--- src/rtl/bsync_rx_pkg.sv ---
package bsync_rx_pkg;

  localparam int CHAR_W = 8;
  localparam int CRC_W  = 16;
  localparam logic [CRC_W-1:0] CRC_POLY = 16'h1021;

  // strobes from control to datapath
  typedef struct packed {
    logic shift;      // a bit time occurs
    logic xfer;       // character boundary
    logic huntEnter;  // hunt command
    logic huntExit;   // sync found
  } ctrlStb_t;

  typedef struct packed {
    logic ovr;
    logic crcErr;
  } rxStat_t;

  function automatic logic [CRC_W-1:0] crcStep(input logic [CRC_W-1:0] c, input logic b);
    logic fb;
    logic [CRC_W-1:0] n;
    fb = c[CRC_W-1] ^ b;
    n  = {c[CRC_W-2:0], 1'b0};
    if (fb) n = n ^ CRC_POLY;
    return n;
  endfunction

endpackage

--- src/rtl/bsync_rx_ctrl.sv ---
module bsync_rx_ctrl
  import bsync_rx_pkg::*;
(
  input  logic     clk,
  input  logic     rstN,
  input  logic     bitEn,
  input  logic     huntCmd,
  input  logic     syncHit,
  output ctrlStb_t stb,
  output logic     inHunt
);

  localparam int CNT_W = $clog2(CHAR_W);

  logic             hunting;
  logic [CNT_W-1:0] bitCnt;

  always_ff @(posedge clk) begin
    if (!rstN) begin
      hunting <= 1'b1;
      bitCnt  <= '0;
    end else if (huntCmd) begin
      hunting <= 1'b1;
      bitCnt  <= '0;
    end else if (bitEn) begin
      if (hunting) begin
        if (syncHit) hunting <= 1'b0;
        bitCnt <= '0;
      end else begin
        bitCnt <= bitCnt + 1'b1;
      end
    end
  end

  always_comb begin
    stb.shift     = bitEn;
    stb.huntEnter = huntCmd;
    stb.huntExit  = hunting && bitEn && syncHit && !huntCmd;
    stb.xfer      = !hunting && bitEn && !huntCmd && (bitCnt == CNT_W'(CHAR_W - 1));
  end

  assign inHunt = hunting;

endmodule

--- src/rtl/bsync_rx_dp.sv ---
module bsync_rx_dp
  import bsync_rx_pkg::*;
#(
  parameter int DEPTH = 3
) (
  input  logic                          clk,
  input  logic                          rstN,
  input  ctrlStb_t                      stb,
  input  logic                          rxBit,
  input  logic [CHAR_W-1:0]             syncChar,
  input  logic                          crcPresetOnes,
  input  logic                          crcEnable,
  input  logic                          rdEn,
  output logic                          syncHit,
  output logic                          dataValid,
  output logic [CHAR_W-1:0]             rdData,
  output logic                          rdCrcErr,
  output logic                          rdOverrun,
  output logic [$clog2(DEPTH+1)-1:0]    fifoCount
);

  localparam int PW = (DEPTH > 1) ? $clog2(DEPTH) : 1;
  localparam int CW = $clog2(DEPTH + 1);
  localparam logic [PW-1:0] LAST_PTR = PW'(DEPTH - 1);

  logic [CHAR_W-1:0] shReg, shNext, holdReg, crcSh;
  logic              crcEnLat;
  logic [CRC_W-1:0]  crcReg, crcNow, crcPreset;

  assign shNext    = {shReg[CHAR_W-2:0], rxBit};
  assign syncHit   = (shNext == syncChar);
  assign crcPreset = crcPresetOnes ? '1 : '0;
  assign crcNow    = (stb.shift && crcEnLat) ? crcStep(crcReg, crcSh[CHAR_W-1]) : crcReg;

  // shift register, holding stage, CRC feed
  always_ff @(posedge clk) begin
    if (!rstN) begin
      shReg    <= '0;
      holdReg  <= '0;
      crcSh    <= '0;
      crcEnLat <= 1'b0;
      crcReg   <= '1;
    end else if (stb.huntEnter) begin
      holdReg  <= '0;
      crcSh    <= '0;
      crcEnLat <= 1'b0;
      crcReg   <= crcPreset;
    end else begin
      if (stb.shift) shReg <= shNext;
      if (stb.huntExit) begin
        crcReg <= crcPreset;
      end else begin
        crcReg <= crcNow;
      end
      if (stb.xfer) begin
        holdReg  <= shNext;
        crcSh    <= holdReg;
        crcEnLat <= crcEnable;
      end else if (stb.shift) begin
        crcSh <= {crcSh[CHAR_W-2:0], 1'b0};
      end
    end
  end

  // paired data and status FIFO
  logic [CHAR_W-1:0] dataMem [DEPTH];
  rxStat_t           statMem [DEPTH];
  logic [PW-1:0]     wrPtr, rdPtr, wrPtrNx, rdPtrNx;
  logic [CW-1:0]     count;
  logic              full, doPop, doPush, drop, ovrSticky;
  rxStat_t           statIn;

  assign full   = (count == CW'(DEPTH));
  assign doPop  = rdEn && (count != '0);
  assign doPush = stb.xfer && (!full || doPop);
  assign drop   = stb.xfer && full && !doPop;

  assign statIn.crcErr = (crcNow != '0);
  assign statIn.ovr    = ovrSticky;

  generate
    if ((DEPTH & (DEPTH - 1)) == 0) begin : g_pow2
      assign wrPtrNx = wrPtr + 1'b1;
      assign rdPtrNx = rdPtr + 1'b1;
    end else begin : g_wrap
      assign wrPtrNx = (wrPtr == LAST_PTR) ? '0 : wrPtr + 1'b1;
      assign rdPtrNx = (rdPtr == LAST_PTR) ? '0 : rdPtr + 1'b1;
    end
  endgenerate

  always_ff @(posedge clk) begin
    if (doPush) begin
      dataMem[wrPtr] <= shNext;
      statMem[wrPtr] <= statIn;
    end
  end

  always_ff @(posedge clk) begin
    if (!rstN) begin
      wrPtr     <= '0;
      rdPtr     <= '0;
      count     <= '0;
      ovrSticky <= 1'b0;
    end else begin
      if (doPush) wrPtr <= wrPtrNx;
      if (doPop)  rdPtr <= rdPtrNx;
      case ({doPush, doPop})
        2'b10:   count <= count + 1'b1;
        2'b01:   count <= count - 1'b1;
        default: count <= count;
      endcase
      if (drop)        ovrSticky <= 1'b1;
      else if (doPush) ovrSticky <= 1'b0;
    end
  end

  assign dataValid = (count != '0);
  assign rdData    = dataMem[rdPtr];
  assign rdCrcErr  = statMem[rdPtr].crcErr;
  assign rdOverrun = statMem[rdPtr].ovr;
  assign fifoCount = count;

endmodule

--- src/rtl/bsync_rx.sv ---
module bsync_rx
  import bsync_rx_pkg::*;
#(
  parameter int DEPTH = 3
) (
  input  logic       clk,
  input  logic       rstN,
  input  logic       bitEn,
  input  logic       rxBit,
  input  logic [7:0] syncChar,
  input  logic       crcPresetOnes,
  input  logic       crcEnable,
  input  logic       huntCmd,
  input  logic       rdEn,
  output logic       inHunt,
  output logic       dataValid,
  output logic [7:0] rdData,
  output logic       rdCrcErr,
  output logic       rdOverrun
);

  ctrlStb_t                   stb;
  logic                       syncHit;
  logic                       xfer;
  logic [$clog2(DEPTH+1)-1:0] fifoCount;

  assign xfer = stb.xfer;

  bsync_rx_ctrl u_ctrl (
    .clk     (clk),
    .rstN    (rstN),
    .bitEn   (bitEn),
    .huntCmd (huntCmd),
    .syncHit (syncHit),
    .stb     (stb),
    .inHunt  (inHunt)
  );

  bsync_rx_dp #(.DEPTH(DEPTH)) u_dp (
    .clk           (clk),
    .rstN          (rstN),
    .stb           (stb),
    .rxBit         (rxBit),
    .syncChar      (syncChar),
    .crcPresetOnes (crcPresetOnes),
    .crcEnable     (crcEnable),
    .rdEn          (rdEn),
    .syncHit       (syncHit),
    .dataValid     (dataValid),
    .rdData        (rdData),
    .rdCrcErr      (rdCrcErr),
    .rdOverrun     (rdOverrun),
    .fifoCount     (fifoCount)
  );

endmodule

--- config.mk ---
export PLATFORM = sky130hd
export DESIGN_NAME = bsync_rx
export DESIGN_NICKNAME = d
export VERILOG_FILES = /design/src/rtl/bsync_rx_pkg.sv /design/src/rtl/bsync_rx_ctrl.sv /design/src/rtl/bsync_rx_dp.sv /design/src/rtl/bsync_rx.sv
export SDC_FILE = /design/constraint.sdc
export NUM_CORES = 1
export LEC_CHECK = 0
export ABC_CLOCK_PERIOD_IN_PS = 2750
export BUFFER_PORTS_ARGS = -buffer_cell sky130_fd_sc_hd__buf_2
export CAP_MARGIN = 40
export CORE_MARGIN = 5
export CORE_UTILIZATION = 38
export DETAILED_ROUTE_END_ITERATION = 7
export HOLD_SLACK_MARGIN = 0.12
export PLACE_DENSITY = 0.56
export SLEW_MARGIN = 20
export SYNTH_ARGS = -nofsm -noshare
export SYNTH_HDL_FRONTEND = slang
export SYNTH_HIERARCHICAL = 1
export SYNTH_SLANG_ARGS = --single-unit
export TNS_END_PERCENT = 1
--- constraint.sdc ---
create_clock -name clk -period 2.75 [get_ports clk]
set_clock_uncertainty 0.05 [all_clocks]
set_input_delay 0.55 -clock clk [delete_from_list [all_inputs] [get_ports clk]]
set_output_delay 0.55 -clock clk [all_outputs]
set_load 0.02 [all_outputs]
==> flow_metrics.env, run 1 <==
export IMPL_vias=2428
export IMPL_ys_dominant_reg_cell="dfxtp_1"
export IMPL_syn_nets=356
export IMPL_cts_hold_buf=0
export IMPL_drc=0
export IMPL_antenna_found_initial=0
export IMPL_yosysTopAreaCellShare=0.298
export IMPL_drtAntennaViolNets=0
export IMPL_gp_congestion=0.728
export IMPL_portBuffers=27
export IMPL_drt_initial_drc_count=71
export IMPL_outcome="finished clean"
export IMPL_final_core_util=0.435
export IMPL_syn_inst=337
export IMPL_numCtsBuffers=9
export IMPL_die_w_um=107
export IMPL_cp_max_fo=10
export IMPL_grt_usage=0.126
export IMPL_via_per_inst=5.06
export IMPL_tightest_slew_ns=0.669
export IMPL_peakVddDrop_mv=0.288
export IMPL_drt_pass1_iter_count=6
export IMPL_dp_cells=464
export IMPL_cts_root_buf="clkbuf_8"
export IMPL_setup_viol=0
export IMPL_die_area_um2=11400
export IMPL_h_tree_depth=3
export IMPL_diodes=0
export IMPL_leakage_nw=1.47
export IMPL_core_um2=9200
export IMPL_endpoint_kind="flip-flop"
export IMPL_fmax_mhz=435
export IMPL_yosysWarningCount=6
export IMPL_rows=35
export IMPL_postCtsSetupBuffers=0
export IMPL_grt_max_degree=33
export IMPL_fin_cells=480
export IMPL_whs_ns=0.387
export IMPL_area_growth_pct=12.5
export IMPL_wl_mm=6.90
export IMPL_cts_path_max_buffers=2
export IMPL_postPlaceCellArea_um2=3810
export IMPL_clkTransAtPathRegs_ns=0.09
export IMPL_first_global_vias=2302
export IMPL_final_cell_mix="nand2_1 (58), dfxtp_1 (53), mux2i_1 (33)"
export IMPL_ys_async_sr_fraction=0
export IMPL_worstSetupPathType="flip-flop to flip-flop"
export IMPL_die_h_um=107
export IMPL_synth_edff_count=30
export IMPL_finalNetCount=383
export IMPL_initial_core_util=0.387
export IMPL_ys_seq_area_frac=0.552
export IMPL_yosysUniqueCellTypes=42
export IMPL_rsz0062_at_grt="false"
export IMPL_hp_class="primary input to flip-flop"
export IMPL_clock_latency_ns=0.36
export IMPL_dp_hpwl_mm=4.57
export IMPL_clkSinkCount=83
export IMPL_hold_viol_final=0
export IMPL_post_cts_resized=0
export IMPL_critPathLaunchType="flip-flop"
export IMPL_cap_violations=0
export IMPL_critical_path_arrival_ns=2.26
export IMPL_avgSynthCellArea_um2=10.5
export IMPL_ios=28
export IMPL_cp_required_ns=2.72
export IMPL_period_share=0.836
export IMPL_ys_ff_latch=83
export IMPL_relSlewSlack=0.554
export IMPL_design_area_um2=4000
export IMPL_final_common_cell="nand2_1"
export IMPL_grt_pass1_wl_mm=11.4
export IMPL_p_per_area_nw_per_um2=559
export IMPL_synthTopCellsByArea="dfxtp_1 (30%), edfxtp_1 (25%), mux2i_1 (9.3%)"
export IMPL_grt_overflow=0
export IMPL_fin_setup_tns_ns=0
export IMPL_syn_area_um2=3550
export IMPL_fillers=889
export IMPL_drive_above_1_share=0.168
export IMPL_slew_viol_final=0
export IMPL_fin_crit_ns=2.30
export IMPL_synth_largest_area_cell="dfxtp_1"
export IMPL_cts_tree="done"
export IMPL_wl_per_cell_um=14.4
synthesized netlist by cell type, types with 3 or more instances:
library cell	n
nor4_1	5
nor2_1	28
a31o_1	13
clkbuf_1	7
nor3_1	3
mux2i_1	33
and2_1	4
nand2_1	58
ha_1	3
nor3b_1	3
buf_2	8
buf_4	5
o21ai_0	11
nor2b_1	9
xnor2_1	12
edfxtp_1	30
nand2b_1	6
dfxtp_1	53
a21oi_1	13
flip-flops by register name (all words and copies together), names as in the netlist, 2 cells and up, named ones only:
register,cells
u_dp/rdPtr,2
u_dp/shReg,7
u_dp/crcSh,8
u_dp/wrPtr,2
u_dp/holdReg,8
u_dp/dataMem,24
u_ctrl/bitCnt,3
u_dp/fifoCount,2
u_dp/statMem,6
u_dp/crcReg,16
stage by stage:
step	power (mW)	setup WS, ns
2_1_floorplan	1.39	0.371
3_3_place_gp	1.42	0.428
3_5_place_dp	1.42	0.381
4_1_cts	2.26	0.418
5_1_grt	2.32	0.316
6_report	2.23	0.452
area by class of cell:
| cell class | count | area (µm²) | area share |
|---|---|---|---|
| sequential | 83 | 1960 | 0.491 |
| multi-input combinational | 232 | 1500 | 0.374 |
| timing repair buffer | 36 | 203 | 0.0507 |
| tap | 111 | 139 | 0.0347 |
| clock buffer | 9 | 124 | 0.0310 |
| clock inverter | 7 | 66.3 | 0.0166 |
| inverter | 2 | 7.51 | 0.00188 |
cells by family after synthesis:
logic type | synth area share
fa+ha+maj | 0.0106
buf+inv | 0.0313
simple gates | 0.176
compound gates | 0.103
mux | 0.0929
xor+xnor | 0.0341
flops | 0.552
power by group:
part / internal (mW) / total [mW] / switching (mW)
Sequential: 1.28 / 1.29 / 0.0169
Clock: 0.353 / 0.844 / 0.491
Combinational: 0.0463 / 0.0962 / 0.0500
worst max-delay path, stage by stage (launching register included):
cell and delay (ns):
dfxtp_1 0.37, ha_1 0.16, ha_1 0.14, nor4bb_4 0.34, o21ai_2 0.16, or3b_1 0.41
inv_1 0.31
worst paths after layout:
path / cells after the start / slack, ns / endpoint / from
setup / recovery: 6 / 0.45 / u_dp/statMem[1][1] / u_ctrl/bitCnt[0]
hold / removal: 3 / 0.39 / u_dp/crcEnLat / crcEnable
setup reg to reg: 6 / 0.45 / u_dp/statMem[1][1] / u_ctrl/bitCnt[0]
hold reg to reg: 2 / 0.43 / u_ctrl/bitCnt[2] / u_ctrl/bitCnt[2]
layer usage:
metal,routed length (µm),vias up,GRT usage
met1,3310,1146,0.172
li1,-,1237,-
met5,0,-,0
met2,3240,34,0.194
met3,245,11,0.0259
met4,109,0,0.0521
Note: power is estimated with default switching activity, not from simulation.
==> run 2: changes to the inputs <==
- ABC_CLOCK_PERIOD_IN_PS: 2750 -> 2400
- clock period: 2.75 -> 2.4 ns (I/O delays scaled with it)
==> flow_metrics.env, run 2 (same netlist as run 1, synthesis figures left out) <==
export IMPL_outcome="finished clean"
export IMPL_drt_pass1_iter_count=4
export IMPL_p_per_area_nw_per_um2=633
export IMPL_h_tree_depth=3
export IMPL_whs_ns=0.324
export IMPL_cp_max_fo=10
export IMPL_cts_path_max_buffers=2
export IMPL_portBuffers=27
export IMPL_drc=0
export IMPL_finalNetCount=386
export IMPL_fin_ws_ns=0.146
export IMPL_gp_congestion=0.749
export IMPL_die_area_um2=11400
export IMPL_cts_tree="done"
export IMPL_area_growth_pct=13.4
export IMPL_cap_violations=0
export IMPL_r2r_cells=6
export IMPL_ios=28
export IMPL_drive_above_1_share=0.175
export IMPL_final_core_util=0.439
export IMPL_design_area_um2=4030
export IMPL_combinationalPowerShare=0.044
export IMPL_slew_viol_final=0
export IMPL_relSlewSlack=0.562
export IMPL_cp_required_ns=2.37
export IMPL_die_w_um=107
export IMPL_tightest_slew_ns=0.658
export IMPL_clock_latency_ns=0.35
export IMPL_grt_pass1_wl_mm=11.7
export IMPL_via_per_inst=4.99
export IMPL_final_cell_mix="nand2_1 (58), dfxtp_1 (53), mux2i_1 (33)"
export IMPL_grt_util_met2=0.201
export IMPL_post_cts_resized=0
export IMPL_critical_path_arrival_ns=2.22
export IMPL_numCtsBuffers=9
export IMPL_antenna_found_initial=0
export IMPL_final_common_cell="nand2_1"
export IMPL_grt_overflow=0
export IMPL_clockPowerShare=0.375
export IMPL_p_sw_frac=0.247
export IMPL_p_int_mw=1.92
export IMPL_fin_setup_tns_ns=0
export IMPL_initial_core_util=0.387
export IMPL_holdPathStages=3
export IMPL_rsz0062_at_grt="false"
export IMPL_top_register="u_dp/dataMem"
export IMPL_fin_crit_ns=2.25
export IMPL_worstSetupPathType="flip-flop to flip-flop"
export IMPL_vias=2408
export IMPL_postPlaceCellArea_um2=3840
export IMPL_fmax_mhz=444
export IMPL_endpoint_kind="flip-flop"
export IMPL_peakVddDrop_mv=0.291
export IMPL_pre_cts_slack_ns=0.139
export IMPL_postCtsSetupBuffers=0
export IMPL_power_frac_seq=0.581
export IMPL_wl_per_cell_um=13.9
export IMPL_dp_hpwl_mm=4.58
export IMPL_drtAntennaViolNets=0
export IMPL_diodes=0
export IMPL_switchingPower_mw=0.631
export IMPL_cts_hold_buf=0
export IMPL_grtUsageMet1=0.174
export IMPL_top_regs="u_dp/dataMem (24), u_dp/crcReg (16)"
export IMPL_largest_reg_flops=24
export IMPL_setup_viol=0
export IMPL_grt_busiest_layer="met2"
export IMPL_leakage_nw=1.49
export IMPL_clkTransAtPathRegs_ns=0.09
export IMPL_hold_viol_final=0
export IMPL_grt_usage=0.130
export IMPL_core_um2=9200
export IMPL_clkSinkCount=83
export IMPL_hp_class="primary input to flip-flop"
export IMPL_grt_max_degree=33
export IMPL_cts_root_buf="clkbuf_8"
export IMPL_grt_use_met3=0.0313
export IMPL_critPathLaunchType="flip-flop"
export IMPL_die_h_um=107
export IMPL_period_share=0.939
export IMPL_rows=35
export IMPL_first_global_vias=2375
export IMPL_fillers=888
export IMPL_wl_mm=6.73
export IMPL_drt_initial_drc_count=149
run 2: layout make-up:
class / instances / area [µm²] / area share
flip-flops and latches: 83 / 1960 / 0.487
multi-input cells: 232 / 1500 / 0.371
repair buffers: 39 / 238 / 0.0590
well taps: 111 / 139 / 0.0344
clock buffers: 9 / 124 / 0.0307
clock inverters: 7 / 66.3 / 0.0164
inverters: 2 / 7.51 / 0.00186
run 2: stage by stage:
| step | total power, mW | std cells |
|---|---|---|
| 6_report | 2.55 | 483 |
| 5_1_grt | 2.68 | 483 |
| 4_1_cts | 2.60 | 483 |
| 3_5_place_dp | 1.63 | 467 |
| 3_3_place_gp | 1.63 | 467 |
| 2_1_floorplan | 1.59 | 337 |
run 2: path summary, 6_finish.rpt:
check | from | end | slack (ns)
setup / recovery | u_ctrl/bitCnt[0] | u_dp/dataMem[1][7] | 0.15
hold / removal | crcEnable | u_dp/crcEnLat | 0.32
setup reg to reg | u_ctrl/bitCnt[0] | u_dp/dataMem[1][7] | 0.15
hold reg to reg | u_ctrl/bitCnt[2] | u_ctrl/bitCnt[2] | 0.43
run 2: metal layers:
layer	vias up	routed length [µm]
met1	1123	3320
met2	33	3120
li1	1243	-
met5	-	0
met3	9	193
met4	0	99
run 2: power groups by stage:
stage | Combinational (mW) | Clock (mW) | Sequential (mW)
final | 0.113 | 0.958 | 1.48
after global routing | 0.126 | 1.07 | 1.49
after CTS | 0.115 | 1.00 | 1.48
after detailed placement | 0.114 | 0 | 1.52
after global placement | 0.112 | 0 | 1.52
after floorplan | 0.0786 | 0 | 1.51
run 2: critical path, stage by stage, from the launching register on:
cell and delay [ns]:
dfxtp_1 0.36, ha_1 0.16, ha_1 0.13, nor4bb_4 0.35
o21ai_2 0.16, or3b_1 0.41, inv_1 0.30
